<file path="src/rtl/brs_pkg.sv">
package brs_pkg;
  localparam logic [1:0] STAT_IDLE = 2'b11;

  function automatic logic cycle_start(input logic [1:0] stat_n);
    return stat_n != STAT_IDLE;
  endfunction

  function automatic logic pair_fires(input logic rdy_n, input logic en_n);
    return !rdy_n && !en_n;
  endfunction
endpackage

</file>
<file path="src/rtl/brs_sync.sv">
module brs_sync #(
  parameter int          WIDTH  = 1,
  parameter int          STAGES = 2,
  parameter logic [WIDTH-1:0] INIT = '0
) (
  input  logic             clk,
  input  logic [WIDTH-1:0] d,
  output logic [WIDTH-1:0] q
);
  localparam int LAST = STAGES - 1;

  logic [STAGES-1:0][WIDTH-1:0] chain = {STAGES{INIT}};

  always_ff @(posedge clk) chain[0] <= d;

  generate
    for (genvar i = 1; i < STAGES; i++) begin : g_stage
      always_ff @(posedge clk) chain[i] <= chain[i-1];
    end
  endgenerate

  assign q = chain[LAST];
endmodule

</file>
<file path="src/rtl/brs_reset_gen.sv">
module brs_reset_gen #(
  parameter int SYNC_STAGES = 2
) (
  input  logic clk,
  input  logic res_n,
  output logic rst_next,
  output logic reset_o
);
  localparam int PRE_STAGES = SYNC_STAGES - 1;

  logic req;
  logic rst_q = 1'b1;
  logic [1:0] age_q = 2'd0;

  assign req = !res_n;

  generate
    if (PRE_STAGES > 0) begin : g_pre
      brs_sync #(.WIDTH(1), .STAGES(PRE_STAGES), .INIT(1'b1)) u_pre (
        .clk (clk),
        .d   (req),
        .q   (rst_next)
      );
    end else begin : g_direct
      assign rst_next = req;
    end
  endgenerate

  always_ff @(posedge clk) begin
    rst_q <= rst_next;
    if (age_q != 2'd2) age_q <= age_q + 2'd1;
  end

  assign reset_o = rst_q;

  generate
    if (SYNC_STAGES == 2) begin : g_chk
      AST_RESET_LATENCY: assert property (@(posedge clk) disable iff (age_q != 2'd2)
        reset_o == $past(req, 2));
    end
  endgenerate
endmodule

</file>
<file path="src/rtl/brs_ready_ctrl.sv">
module brs_ready_ctrl
  import brs_pkg::*;
(
  input  logic       clk,
  input  logic       rst_next,
  input  logic       rst_now,
  input  logic [1:0] stat_n,
  input  logic       sync_rdy_n,
  input  logic       sync_en_n,
  input  logic       arn_s,
  input  logic       aen_s,
  output logic       ready_n
);
  logic ready_q = 1'b0;
  logic armed_q = 1'b0;
  logic fire;

  assign fire = pair_fires(sync_rdy_n, sync_en_n) || pair_fires(arn_s, aen_s);

  always_ff @(posedge clk) begin
    if (rst_next) begin
      ready_q <= 1'b0;
      armed_q <= 1'b0;
    end else if (cycle_start(stat_n)) begin
      ready_q <= 1'b1;
      armed_q <= 1'b1;
    end else if (armed_q && fire) begin
      ready_q <= 1'b0;
      armed_q <= 1'b0;
    end else begin
      ready_q <= 1'b1;
    end
  end

  assign ready_n = ready_q;

  AST_START_CLEARS: assert property (@(posedge clk) disable iff (rst_now)
    (cycle_start(stat_n) && !rst_next) |=> ready_n);
  AST_SYNC_FIRE: assert property (@(posedge clk) disable iff (rst_now)
    (armed_q && !sync_rdy_n && !sync_en_n && stat_n == STAT_IDLE && !rst_next) |=> !ready_n);
  AST_SINGLE_PULSE: assert property (@(posedge clk) disable iff (rst_now)
    !ready_n |=> ready_n);
  AST_UNARMED_QUIET: assert property (@(posedge clk) disable iff (rst_now)
    (!armed_q && stat_n == STAT_IDLE && !rst_next) |=> ready_n);
endmodule

</file>
<file path="src/rtl/bus_ready_sync.sv">
module bus_ready_sync #(
  parameter int SYNC_STAGES = 2
) (
  input  logic       clk,
  input  logic       res_n,
  input  logic       async_rdy_n,
  input  logic       async_en_n,
  input  logic       sync_rdy_n,
  input  logic       sync_en_n,
  input  logic [1:0] stat_n,
  output logic       ready_n,
  output logic       reset_o
);
  logic [1:0] async_s;
  logic       rst_next;

  brs_sync #(.WIDTH(2), .STAGES(SYNC_STAGES), .INIT(2'b11)) u_async_sync (
    .clk (clk),
    .d   ({async_en_n, async_rdy_n}),
    .q   (async_s)
  );

  brs_reset_gen #(.SYNC_STAGES(SYNC_STAGES)) u_reset (
    .clk      (clk),
    .res_n    (res_n),
    .rst_next (rst_next),
    .reset_o  (reset_o)
  );

  brs_ready_ctrl u_ready (
    .clk        (clk),
    .rst_next   (rst_next),
    .rst_now    (reset_o),
    .stat_n     (stat_n),
    .sync_rdy_n (sync_rdy_n),
    .sync_en_n  (sync_en_n),
    .arn_s      (async_s[0]),
    .aen_s      (async_s[1]),
    .ready_n    (ready_n)
  );

  AST_RESET_HOLDS_READY: assert property (@(posedge clk) reset_o |-> !ready_n);
endmodule

</file>
<file path="config.mk">
export PLATFORM = sky130hd
export DESIGN_NAME = bus_ready_sync
export DESIGN_NICKNAME = d
export VERILOG_FILES = /design/src/rtl/brs_pkg.sv /design/src/rtl/brs_sync.sv /design/src/rtl/brs_reset_gen.sv /design/src/rtl/brs_ready_ctrl.sv /design/src/rtl/bus_ready_sync.sv
export SDC_FILE = /design/constraint.sdc
export NUM_CORES = 1
export LEC_CHECK = 0
export ABC_AREA = 1
export BUFFER_PORTS_ARGS = -buffer_cell sky130_fd_sc_hd__clkbuf_2
export CORE_AREA = 4 4 41 43
export DETAILED_ROUTE_END_ITERATION = 10
export DIE_AREA = 0 0 45 47
export PLACE_DENSITY = 0.41
export SLEW_MARGIN = 20
export SYNTH_ARGS = -nofsm -noshare
export SYNTH_HDL_FRONTEND = slang
export SYNTH_SLANG_ARGS = --single-unit
</file>
<file path="constraint.sdc">
create_clock -name clk -period 1.22 [get_ports clk]
set_clock_uncertainty 0.15 [all_clocks]
set_input_delay 0.061 -clock clk [delete_from_list [all_inputs] [get_ports clk]]
set_output_delay 0.061 -clock clk [all_outputs]
set_load 0.02 [all_outputs]
</file>
==> reports/metrics.cfg <==
[global_routing]
grt_first_pass_wirelength_um = 565
grt.overflow.total = 0
antenna_found_initial = 0
grt_max_degree = 5
track_usage = 0.0435
grt_pass1_vias = 162

[sta]
worst_pin_slew_ns = 0.121
drv_slew = 0
fmaxAchievable_mhz = 1090
setup_violations = 0
rsz0062_at_grt = no
tns_ns = 0
finalHoldViolations = 0
post-route-period-util = 0.752
whs_ns = 0.00507
relSlewSlack = 0.920
finalCriticalPeriod_ns = 0.918

[critical_path]
path_max_fanout = 1
worstSetupStartpointType = flip-flop
worstPathRequired_ns = 1.01
crit_path_cell_trace = clkbuf_2
worstSetupPathType = reg -> out
end_kind = primary output
critPathBufInv = 1
cp_data_arrival_time_ns = 0.71
crit_family = flip-flops
crit_path_top_delay_cell = dfxtp_1
crit_path_max_incr_delay_ns = 0.30

[layout]
layout.cells.non_filler = 56
antenna_cells = 0
final_nets = 51
drive_gt1_frac = 0.390
area_delta_synth_final_pct = 62.6
fillers = 145

[die]
io_pins = 10
die_area_um2 = 2120
start_util = 0.180
core_area_um2 = 1300
die_h_um = 47
row_count = 13
die_w_um = 45

[clock_tree]
ctsResizeCount = 0
clkTransAtPathRegs_ns = 0.05
post_cts_buffers = 0
cts_max_path_buffers = 2
clock-sinks = 8
postCtsHoldBufs = 6
cts_buffers = 3
ctsHtreeMaxLevel = 1
ctsRootBufferMaster = clkbuf_4
cts_tree = yes
clk_latency_ns = 0.25

[flow_run]
cap_violations = 0

[yosys]
async_flop_share = 0
synth_compound_area_frac = 0.0588
synth_edf_count = 0
yosys.cell_count.top_type = dfxtp_1
synthFlopType = dfxtp_1
yosysSeqAreaShare = 0.684
synth_simple_gate_area_share = 0.144
synth.cell_area_um2 = 234
ys_warn_count = 0
synth_top_area_frac = 0.684
yosysTopAreaCell = dfxtp_1
synth-xor-area-share = 0
netlist_instances = 23
synth_seq_cells = 8
synth_common_cells = 8 x dfxtp_1, 7 x inv_1, 2 x nand2_1, 2 x nand2_2
synth.net_count = 31
synthTopCellsByArea = dfxtp_1 68%, inv_1 11%, nand2_2 5.3%, nand3_2 4.3%, a21oi_2 3.7%
netlist-cell-type-count = 8
synth-adder-area-share = 0
synth_top_family_by_area = simple AND/OR/NAND/NOR gates
syn_avg_cell_area_um2 = 10.2
synthMuxAreaShare = 0

[drt]
viasPerCell = 3.16
drc = 0
dr.pass1.iters = 2
wl_per_cell_um = 6.45
drtIter0Drc = 2
num_vias = 177
drt-total-wl_um = 361
antenna_left = 0

[power]
leakagePower_nw = 0.203
power_density_nw_per_um2 = 1380
finalPower_uw = 525
ir_worst_vdd_mv = 0.421

[placed_design]
dp_hpwl_um = 284
place_inst = 47
gp_congestion = 0.724
io_buffers = 9

[run_status]
status = complete, no violations

[hold_path]
hold_path.class = in -> reg

## report_power, final
part	total [mW]	internal [mW]	switching (mW)
logic	0.0509	0.0299	0.0209
registers	0.282	0.277	0.00518
clock network	0.192	0.112	0.0805
total	0.525	0.419	0.107
## metrics by stage
step,worst slack [ns],cell area (um2),utilization
2_1_floorplan,0.457,234,-
3_3_place_gp,0.436,298,0.229
3_5_place_dp,0.409,298,0.229
4_1_cts,0.282,380,0.292
5_1_grt,0.260,380,0.292
6_report,0.302,380,0.292
## per-layer routing
metal / routed length [um] / track usage
met1: 138 / 0.0434
met2: 184 / 0.0508
met3: 38 / 0.0230
met4: 0 / 0.0702
met5: 0 / 0
## logic make-up (layout without fill, tap and decap cells)
kind of cell,Yosys count,after routing
AND/OR/NAND/NOR,6,6
flip-flops,8,8
AO/OA/AOI/OAI,2,2
buffers and inverters,7,25
## registers in the layout, summed over array words and instances, names as in the netlist
register / count
u_ready.armed_q: 1
u_ready.ready_n: 1
u_reset.g_pre.u_pre.q: 1
u_reset.reset_o: 1
u_async_sync.chain: 2
u_async_sync.q: 2
## layout by cell type, fill, tap and decap left out, drive strengths merged
master | Yosys | layout
a21oi | 2 | 2
clkbuf | 0 | 12
dfxtp | 8 | 8
dlygate4sd3 | 0 | 6
inv | 7 | 7
nand2 | 4 | 4
nand3 | 1 | 1
nor2 | 1 | 1
## final timing paths
check / from / end / slack (ns) / cells after the start
setup / recovery: u_ready.ready_n / ready_n / 0.30 / 1
hold / removal: sync_rdy_n / u_ready.armed_q / 0.005 / 5
setup reg to reg: u_async_sync.q[0] / u_ready.armed_q / 0.41 / 4
hold reg to reg: u_async_sync.chain[1] / u_async_sync.q[1] / 0.17 / 0
## cell type report
class,count,area [um2],area share
clock buffers,3,22.5,0.0592
inverters,7,26.3,0.0691
multi-input cells,8,47.5,0.125
flip-flops and latches,8,160,0.421
well taps,15,18.8,0.0493
repair buffers,15,105,0.276
(Power assumes the default switching activity.)
